`src/rtl/mdrv_pkg.sv`:
```
package mdrv_pkg;
  typedef struct packed {
    logic short_gnd;
    logic cp_uv;
    logic reg_flt;
  } flt_vec_t;
  localparam int FLT_N = 3;
endpackage

```
`src/rtl/mdrv_sync2.sv`:
```
module mdrv_sync2 #(
  parameter int W = 1
) (
  input  logic         clk,
  input  logic         rst_n,
  input  logic [W-1:0] d_async,
  output logic [W-1:0] q_sync
);
  for (genvar i = 0; i < W; i++) begin : g_bit
    logic meta_q, stab_q;
    always_ff @(posedge clk or negedge rst_n) begin
      if (!rst_n) begin
        meta_q <= 1'b0;
        stab_q <= 1'b0;
      end else begin
        meta_q <= d_async[i];
        stab_q <= meta_q;
      end
    end
    assign q_sync[i] = stab_q;
  end
endmodule

```
`src/rtl/mdrv_therm_hyst.sv`:
```
module mdrv_therm_hyst #(
  parameter int TEMP_W   = 8,
  parameter int TRIP_C   = 165,
  parameter int HYST_C   = 15
) (
  input  logic              clk,
  input  logic              rst_n,
  input  logic [TEMP_W-1:0] temp_code,
  output logic              hot
);
  localparam logic [TEMP_W-1:0] TRIP_V = TEMP_W'(TRIP_C);
  localparam logic [TEMP_W-1:0] CLR_V  = TEMP_W'(TRIP_C - HYST_C);

  logic [TEMP_W-1:0] temp_q;

  always_ff @(posedge clk or negedge rst_n) begin
    if (!rst_n) begin
      temp_q <= '0;
      hot    <= 1'b0;
    end else begin
      temp_q <= temp_code;
      if (temp_q >= TRIP_V)     hot <= 1'b1;
      else if (temp_q <= CLR_V) hot <= 1'b0;
    end
  end
endmodule

```
`src/rtl/mdrv_wake_timer.sv`:
```
module mdrv_wake_timer #(
  parameter int WAKE_CYCLES = 50000
) (
  input  logic clk,
  input  logic rst_n,
  input  logic awake,
  output logic done
);
  localparam int CNT_W = $clog2(WAKE_CYCLES + 1);
  localparam logic [CNT_W-1:0] LIMIT = CNT_W'(WAKE_CYCLES);

  logic [CNT_W-1:0] cnt_q;

  always_ff @(posedge clk or negedge rst_n) begin
    if (!rst_n)            cnt_q <= '0;
    else if (!awake)       cnt_q <= '0;
    else if (cnt_q != LIMIT) cnt_q <= cnt_q + 1'b1;
  end

  assign done = (cnt_q == LIMIT);
endmodule

```
`src/rtl/mdrv_power_ctl.sv`:
```
module mdrv_power_ctl #(
  parameter int TEMP_W      = 8,
  parameter int TRIP_C      = 165,
  parameter int HYST_C      = 15,
  parameter int WAKE_CYCLES = 50000
) (
  input  logic              clk,
  input  logic              rst_n,
  input  logic              en_pin_n,
  input  logic              sleep_pin_n,
  input  logic              rst_pin_n,
  input  logic              flt_short_gnd,
  input  logic              flt_cp_uv,
  input  logic              flt_reg,
  input  logic [TEMP_W-1:0] temp_code,
  output logic              out_en,
  output logic              pump_en,
  output logic              xlat_home,
  output logic              step_ok,
  output logic              short_flt,
  output logic              ready,
  output logic              therm_hot
);
  import mdrv_pkg::*;

  flt_vec_t raw_flt, syn_flt;
  logic     short_q, out_en_q, permit;

  assign raw_flt = '{short_gnd: flt_short_gnd, cp_uv: flt_cp_uv, reg_flt: flt_reg};

  mdrv_sync2 #(.W(FLT_N)) u_sync (
    .clk    (clk),
    .rst_n  (rst_n),
    .d_async(raw_flt),
    .q_sync (syn_flt)
  );

  mdrv_therm_hyst #(.TEMP_W(TEMP_W), .TRIP_C(TRIP_C), .HYST_C(HYST_C)) u_therm (
    .clk      (clk),
    .rst_n    (rst_n),
    .temp_code(temp_code),
    .hot      (therm_hot)
  );

  mdrv_wake_timer #(.WAKE_CYCLES(WAKE_CYCLES)) u_wake (
    .clk  (clk),
    .rst_n(rst_n),
    .awake(sleep_pin_n),
    .done (ready)
  );

  // short-to-ground latch: cleared only by sleep or power reset
  always_ff @(posedge clk or negedge rst_n) begin
    if (!rst_n)               short_q <= 1'b0;
    else if (!sleep_pin_n)    short_q <= 1'b0;
    else if (syn_flt.short_gnd) short_q <= 1'b1;
  end

  assign permit = sleep_pin_n & rst_pin_n & ~en_pin_n & ready & ~short_q
                & ~syn_flt.cp_uv & ~syn_flt.reg_flt & ~therm_hot;

  always_ff @(posedge clk or negedge rst_n) begin
    if (!rst_n) out_en_q <= 1'b0;
    else        out_en_q <= permit;
  end

  // sequencing qualifiers ignore the enable pin on purpose
  assign xlat_home = ~rst_pin_n | ~sleep_pin_n | ~ready;
  assign step_ok   = ~xlat_home;
  assign pump_en   = sleep_pin_n;
  assign out_en    = out_en_q;
  assign short_flt = short_q;
endmodule

```
`config.mk`:
```
export PLATFORM = sky130hd
export DESIGN_NAME = mdrv_power_ctl
export DESIGN_NICKNAME = d
export VERILOG_FILES = /design/src/rtl/mdrv_pkg.sv /design/src/rtl/mdrv_sync2.sv /design/src/rtl/mdrv_therm_hyst.sv /design/src/rtl/mdrv_wake_timer.sv /design/src/rtl/mdrv_power_ctl.sv
export SDC_FILE = /design/constraint.sdc
export NUM_CORES = 1
export LEC_CHECK = 0
export BUFFER_PORTS_ARGS = -buffer_cell sky130_fd_sc_hd__buf_2
export CORE_MARGIN = 5
export CORE_UTILIZATION = 46
export CTS_BUF_LIST = sky130_fd_sc_hd__clkbuf_4
export DETAILED_ROUTE_END_ITERATION = 10
export GPL_ROUTABILITY_DRIVEN = 0
export PLACE_DENSITY = 0.66
export SYNTH_ARGS = -nofsm -noshare
export SYNTH_HDL_FRONTEND = slang
export SYNTH_SLANG_ARGS = --single-unit
export TNS_END_PERCENT = 100
```
`constraint.sdc`:
```
create_clock -name clk -period 2 [get_ports clk]
set_clock_uncertainty 0.2 [all_clocks]
set_input_delay 0.2 -clock clk [delete_from_list [all_inputs] [get_ports clk]]
set_output_delay 0.2 -clock clk [all_outputs]
set_load 0.02 [all_outputs]
```
**Word-level counts from Yosys, hierarchy flattened**

Cells that the tools add are included.

- Bits in registers: 33
- Bits of input ports: 16
- Output and inout bits: 7
- Logic and storage cells: 43

- Add/subtract/negate cells: 1
- $lt $le $gt $ge: 2
- Equality and inequality tests: 4
- Multiplexer cells: 6
- Bitwise logic cells: 18
- Reductions and logical operators: 1

Operators by type and width:

| kind | number |
|---|---|
| two-way mux 16 bit | 2 |
| adder 16 x 1 -> 16 bit, second input constant | 1 |
| == test 16 bit, second input constant | 1 |
| != test 16 bit, second input constant | 1 |
| NOT 1 bit | 9 |
| greater-or-equal comparator 8 bit, second input constant | 1 |
| less-or-equal comparator 8 bit, second input constant | 1 |
| AND 1 bit | 7 |
| two-way mux 1 bit | 4 |
| != test 2 x 1 -> 1 bit, second input constant | 2 |
| OR 1 bit | 2 |
| nonzero test 2 bit | 1 |

**Longest topological paths before layout**

Gate-level depths: netlist (run 1).

- Word-level depth: 7
- Mapped depth: 7
- Depth with buffers taken out: 6

**By module**

A second synthesis (run 1) with hierarchy kept.

- Cell total of the unflattened synthesis: 121
- Area, all modules: 1,422.6 sq um

By module, submodules not included:

| module | instances | cells an instance | area each (sq um) | sequential area each (sq um) |
|---|---|---|---|---|
| mdrv_wake_timer | 1 | 88 | 885.8 | 400.4 |
| mdrv_therm_hyst | 1 | 16 | 271.5 | 225.2 |
| mdrv_sync2 | 1 | 9 | 172.7 | 150.1 |
| mdrv_power_ctl | 1 | 8 | 92.6 | 50.0 |

**Least setup slack after synthesis (run 1)**

Ideal clock, no wire load.

- Path type: register to output
- From: register u_wake.cnt_q[2]
- To: output port step_ok
- Arrival time: 1.403 ns
- Required time: 1.600 ns
- Setup slack: 0.197 ns
- Stages on the path, launching flop included: 5
- Path buffers: 0
- Cell sequence: dfrtp_1 > nor4b_1 > and3_1 > nand4_1 > inv_1

- Word-level cells in the longest chain between the ends: 4

RTL lines:

| what | RTL line | RTL |
|---|---|---|
| start, declared | mdrv_wake_timer.sv:12 | `logic [CNT_W-1:0] cnt_q;` |
| start signal, assigned | mdrv_wake_timer.sv:17 | `else if (cnt_q != LIMIT) cnt_q <= cnt_q + 1'b1;` |
| == test 16 bit | mdrv_wake_timer.sv:20 | `assign done = (cnt_q == LIMIT);` |
| NOT 1 bit | mdrv_power_ctl.sv:68 | `assign xlat_home = ~rst_pin_n \| ~sleep_pin_n \| ~ready;` |
| OR 1 bit | mdrv_power_ctl.sv:68 |  |
| via xlat_home | mdrv_power_ctl.sv:18 | `output logic xlat_home,` |
| NOT 1 bit | mdrv_power_ctl.sv:69 | `assign step_ok = ~xlat_home;` |
| end, declared | mdrv_power_ctl.sv:19 | `output logic step_ok,` |

The timed path passes the listed nets, and every way through them passes these cells.

**Worst setup path after layout (run 1)**

- From: register u_wake.cnt_q[11]
- To: output port step_ok

- Word-level cells in the longest chain between the ends: 4

RTL lines:

| what | RTL line |
|---|---|
| == test 16 bit | mdrv_wake_timer.sv:20 |
| NOT 1 bit | mdrv_power_ctl.sv:68 |
| OR 1 bit | mdrv_power_ctl.sv:68 |
| NOT 1 bit | mdrv_power_ctl.sv:69 |

No other way between the ends.

==> flow_summary.toml, run 1 <==
[yosys]
synthesis.area_sq_um = 1413
avgSynthCellArea_sq_um = 11.77
ys_seq_area_share_pct = 58.46
synth_top_cell_area_share_pct = 58.46
synth_warnings = 0
postSynthCellCount = 120
synth_xor_area_share_pct = 6.200
synth_top_family_by_area = "simple AND/OR/NAND/NOR gates"
syn_nets = 138
ys_ff_latch = 33
synth_cell_types = 37
synth-simple-area-share_pct = 22.50
synth_compound_area_share_pct = 6.554
yosysTopAreaCell = "dfrtp_1"
ys_top_cells_by_area = "dfrtp_1 58%, xnor2_1 4.3%, and2_1 4.0%, nand3_1 2.5%, nor3_1 2.1%"
synthAdderAreaFrac_pct = 1.771
muxShareOfSynthArea_pct = 0.7086

[sta]
setup_viol = 0
rsz0062_at_grt = "yes"
relSlewSlack_pct = 52.86
fin_setup_tns_ps = 0
finalHoldViolations = 0
finalMaxSlewViolations = 0
timing.final.ws_setup_ps = 11.50
worst_slew_pin_slew_ps = 707.1
fmax_mhz = 502.9
min_period_over_period_pct = 99.42
min_period_ps = 1988

[global_route]
busiest_layer = "met2"
grt_max_degree = 34
track_usage_pct = 15.28
grt_util_met3_pct = 4.957
grt_antenna_before_repair = 0
grt_pass1_wl_um = 4940
met1_usage_pct = 20.98
grt_pass1_vias = 1059
use_met2_pct = 21.37
overflow = 0

[detailed_routing]
via_per_inst = 5.287
vias = 1068
drt_iter0_drc = 62
dr.pass1.iters = 4
wl_per_cell_um = 13.90
wirelength_um = 2807
drc = 0
drtAntennaViolNets = 0

[power]
ir_drop_uv = 533.9
powerDensity_nw_per_um2 = 618.7
p_leak_nw = 0.8706
fin_total_pwr_w = 0.001140

[setup_path]
reg2reg_slack_ps = 190
critPathKind = "reg -> out"
worstPathMaxFanout = 3
ff2ff_path_depth = 6
startpoint_type = "register"
endpoint = "step_ok"
rr_endpoint = "u_wake.cnt_q[10]"
r2r-start = "u_wake.cnt_q[0]"
crit_start = "u_wake.cnt_q[11]"
endpoint_kind = "output pin"
crit_arrival_ps = 1590
cp.required_ps = 1600

[die]
die_h_um = 65.42
ioPinCount = 23
initial_core_util_pct = 47.04
rows = 20
die_x_um = 65.42
core-area_sq_um = 3003
dieArea_sq_um = 4279

[clocking]
cts_tree = "done"
cts_sinks = 33
htreeDepth = 2
cts_buffer_depth = 2
cts_buffers = 5
cts_root_buf = "clkbuf_4"
clk_pin_slew_ps = 100
clk_latency_ps = 320

[cells_and_area]
drive_above_1_share_pct = 29.59
diodes = 0
finalInstanceArea_sq_um = 1842
postLayoutCoreUtil_pct = 61.33
nNetsFinal = 187
synthToLayoutAreaGrowth_pct = 30.38

[outcome]
status = "complete, no violations"

[placed_design]
dp_hpwl_um = 1820
dp_slack_ps = 104.4
io_buffers = 22
placed_area_sq_um = 1551

[run]
maxCapViolCount = 0

[hold_path]
hold_path_class = "in -> reg"
[state kept, by name, summed over array words and instances (netlist names)]
register / count
out_en: 1
short_flt: 1
u_sync.g_bit.meta_q: 3
u_sync.g_bit.stab_q: 3
u_therm.hot: 1
u_therm.temp_q: 8
u_wake.cnt_q: 16
[layout make-up]
cell class,count,area [sq um]
repair buffers,47,339.1
clock inverters,1,3.754
well taps,33,41.29
clock buffers,6,45.04
fillers,252,1161
inverters,7,26.28
multi-input cells,75,556.8
flip-flops and latches,33,829.5
[layout by cell type, fill, tap and decap left out, drive strengths merged, types with 2 or more instances in the layout]
cell,count
dlygate4sd3,13
nor4,2
and2,9
xor2,3
dfrtp,33
ha,2
nand2,4
or3,3
xnor2,7
o21a,2
and3,3
a21boi,2
inv,6
buf,34
nand4,4
clkinv,2
nand3b,2
nor4b,2
clkbuf,6
nand3,7
nor3,6
o21ai,5
[worst max-delay path: stages, from the launching register on]
cell and delay, ps:
dfrtp_1 410, nor4b_2 310, and3_1 190, nand4_1 140, inv_1 110, buf_6 120
[stage by stage]
step                std cells  hold slack [ps]
floorplan                 120           -295.6
global placement          172            86.83
detailed placement        172            93.09
CTS                       199            8.303
global route              202            13.46
finish                    202            15.23
[worst min path at each step]
stage	end	from	cells after the start	slack [ps]
floorplan	out_en	rst_n	0	-300
global placement	u_therm.temp_q[1]	rst_n	1	90
detailed placement	u_therm.temp_q[0]	rst_n	1	90
CTS	u_wake.cnt_q[14]	sleep_pin_n	3	8
global route	out_en	rst_pin_n	3	10
finish	out_en	rst_pin_n	3	20
[cells in the mapped netlist]
cell / number
buf_4: 2
nor3_1: 6
or3_4: 1
nor2b_1: 1
clkbuf_1: 2
and3b_1: 1
o41ai_1: 1
and3_1: 3
xor2_1: 3
nand2_1: 4
nand4_2: 1
or4_1: 1
and4_1: 1
nand4_1: 3
nand3_1: 7
nor4_1: 1
nor4_4: 1
o311ai_1: 1
ha_1: 2
a31o_2: 1
mux2i_1: 1
nand3b_1: 2
dfrtp_1: 33
clkinv_1: 1
a21boi_1: 2
and2_1: 9
nand2b_1: 1
a21oi_1: 1
and4b_1: 1
a31oi_1: 1
inv_1: 6
or3_1: 2
xnor2_1: 7
o21a_1: 2
buf_2: 1
o21ai_0: 5
nor4b_1: 2
[cells by family after synthesis]
group,Yosys count
AOI/OAI and AO/OA,14
and+or+nand+nor,48
xor gates and xnor gates,10
DFF,33
buffers and inverters,12
muxes,1
adders and majority gates,2
[timing repair]
action                                  4_1_cts  5_1_grt
hold buffers                                 13        0
gates resized for setup                       9        2
setup buffers                                 7        3
pin swaps                                     2        3
endpoints found under the hold margin        45        0
endpoints found under the setup margin        3        6
[power by group]
part | leakage, nW | total [W] | switching (W) | internal (W)
Sequential | 0.419 | 0.000701 | 0.0000113 | 0.000689
Clock | 0.0292 | 0.000341 | 0.000200 | 0.000141
Combinational | 0.423 | 0.0000980 | 0.0000489 | 0.0000491
Total | 0.871 | 0.00114 | 0.000260 | 0.000880
[per-layer routing]
metal  share of wire, %  wire length (um)
met2                 46              1283
met4                2.8                79
met3                4.5               126
met1                 47              1317
met5                  0                 0
Power figures use the tool's default switching activity.
==> run 2, diff against run 1 <==
BUFFER_PORTS_ARGS = -buffer_cell sky130_fd_sc_hd__clkbuf_2   (was -buffer_cell sky130_fd_sc_hd__buf_2)
CTS_BUF_LIST = sky130_fd_sc_hd__clkbuf_16   (was sky130_fd_sc_hd__clkbuf_4)
==> run 2 against run 1 <==
Effect of this change:
- clock power is 150% higher
- first-iteration DRC count is 19% lower
- largest power group is now the clock network
- design area is 4.7% higher
- via count is 0.56% lower
==> flow_summary.toml, run 2 (same netlist as run 1, synthesis figures left out) <==
[outcome]
status = "complete, no violations"

[setup_path]
endpoint_kind = "output pin"
ff2ff_path_depth = 6
crit_arrival_ps = 1560
critPathKind = "reg -> out"
cpPeakStageDelay_ps = 420
crit_family = "simple AND/OR/NAND/NOR gates"
cp.required_ps = 1600
path_buf_inv = 2
worstPathMaxFanout = 3
crit_slowest_cell = "dfrtp_2"
crit_cells = 5
startpoint_type = "register"
worstPathCellList = "nor4b_4 > and3_1 > nand4_1 > inv_1 > buf_6"

[clocking]
clk_pin_slew_ps = 50
cts_tree = "done"
cts_sinks = 33
cts_root_buf = "clkbuf_16"
cts_buffer_depth = 2
clk_latency_ps = 270
htreeDepth = 2
cts_buffers = 5

[global_route]
grt_max_degree = 34
overflow = 0
grt_pass1_vias = 1131
grt_pass1_wl_um = 5257
grt_antenna_before_repair = 0
track_usage_pct = 16.18

[power]
p_clk_share_pct = 51.1
intPower_w = 0.001318
swShare_pct = 19.66
seqPwrFrac_pct = 43.0
combPwrFrac_pct = 5.9
p_leak_nw = 0.9008
ir_drop_uv = 568.5
switching_power_w = 0.0003226
powerDensity_nw_per_um2 = 851.0

[hold_path]
hold_depth = 3
hold_path_class = "in -> reg"

[detailed_routing]
drtAntennaViolNets = 0
via_per_inst = 5.337
wl_per_cell_um = 14.84
drt_iter0_drc = 50
wirelength_um = 2954
dr.pass1.iters = 4
vias = 1062
drc = 0

[sta]
min_period_ps = 1956
finalMaxSlewViolations = 0
worst_slew_pin_slew_ps = 812.0
fmax_mhz = 511.3
timing.final.ws_setup_ps = 44.13
finalHoldViolations = 0
setup_viol = 0
min_period_over_period_pct = 97.79
rsz0062_at_grt = "yes"
relSlewSlack_pct = 45.87

[cells_and_area]
nNetsFinal = 183
finalInstanceArea_sq_um = 1928
fillCellCount = 239
instances_no_fill = 199
largest-register = "u_wake.cnt_q"
regArea_sq_um = 834.6
reg_top3 = "u_wake.cnt_q: 16 flops, u_therm.temp_q: 8 flops"
diodes = 0
drive_above_1_share_pct = 30.72
largest_reg_flops = 16
layout_commonest_cell = "dfrtp_1"
multi_input_area_sq_um = 556.8
synthToLayoutAreaGrowth_pct = 36.49
mostFrequentLayoutCells = "26 x dfrtp_1, 19 x clkbuf_2, 12 x dlygate4sd3_1, 10 x buf_4, 9 x and2_1"

[die]
core-area_sq_um = 3003
rows = 20
dieArea_sq_um = 4279
ioPinCount = 23
die_x_um = 65.42
initial_core_util_pct = 47.04
die_h_um = 65.42

[placed_design]
dp_hpwl_um = 1781
dp_cells = 172
placed_area_sq_um = 1551
dp_slack_ps = 155.1
io_buffers = 22

[run]
maxCapViolCount = 0
-- run 2: per-stage QoR --
stage	setup TNS (ps)	hold WS [ps]	utilization (%)	total power (W)
after floorplan	0	-295.6	-	0.0007433
after global placement	0	109.3	51.67	0.0007797
after detailed placement	0	109.6	51.67	0.0007826
after CTS	0	1.509	62.58	0.001648
after global routing	-191.2	13.25	64.21	0.001702
final	0	2.140	64.21	0.001641
-- run 2: worst min-delay path: stages --
cell and delay [ps]:
clkbuf_2 80, or4_1 110, nor3_1 50
-- run 2: path summary, 6_finish.rpt --
path,startpoint,to,slack (ps)
max in group asynchronous,rst_n,u_wake.cnt_q[1],690
min in group asynchronous,rst_n,u_therm.temp_q[1],350
worst max register to register,u_wake.cnt_q[2],u_wake.cnt_q[9],140
worst min-delay path,en_pin_n,out_en,2
worst max-delay path,u_wake.cnt_q[2],step_ok,40
worst min register to register,u_sync.g_bit[1].meta_q,u_sync.g_bit[1].stab_q,150
-- run 2: layer usage --
layer  wire (um)  GRT usage [%]
met1        1383          20.58
met2        1409          25.66
met3         116          4.274
met4          44          7.513
met5           0              0
-- run 2: power groups by stage --
stage / logic [W] / registers [W] / clock network, W
after floorplan: 0.0000256 / 0.000718 / 0
after global placement: 0.0000629 / 0.000717 / 0
after detailed placement: 0.0000643 / 0.000718 / 0
after CTS: 0.0000908 / 0.000706 / 0.000851
after global routing: 0.000110 / 0.000707 / 0.000885
final: 0.0000971 / 0.000705 / 0.000839
-- run 2: repair_timing --
action                                  CTS  global route
resized for setup                         9             9
setup buffers                             2             5
cloned                                    0             0
pin swaps                                 1             4
endpoints found under the setup margin    3             3
hold buffers                             12             0
hold endpoints to repair                 44             0
-- run 2: final cells by class --
type / count / share of cell area [%]
clock buffers: 5 / 6.489
well taps: 33 / 2.141
repair buffers: 43 / 15.90
inverters: 7 / 1.363
flip-flops and latches: 33 / 43.28
multi-input cells: 75 / 28.88
clock inverters: 3 / 1.947
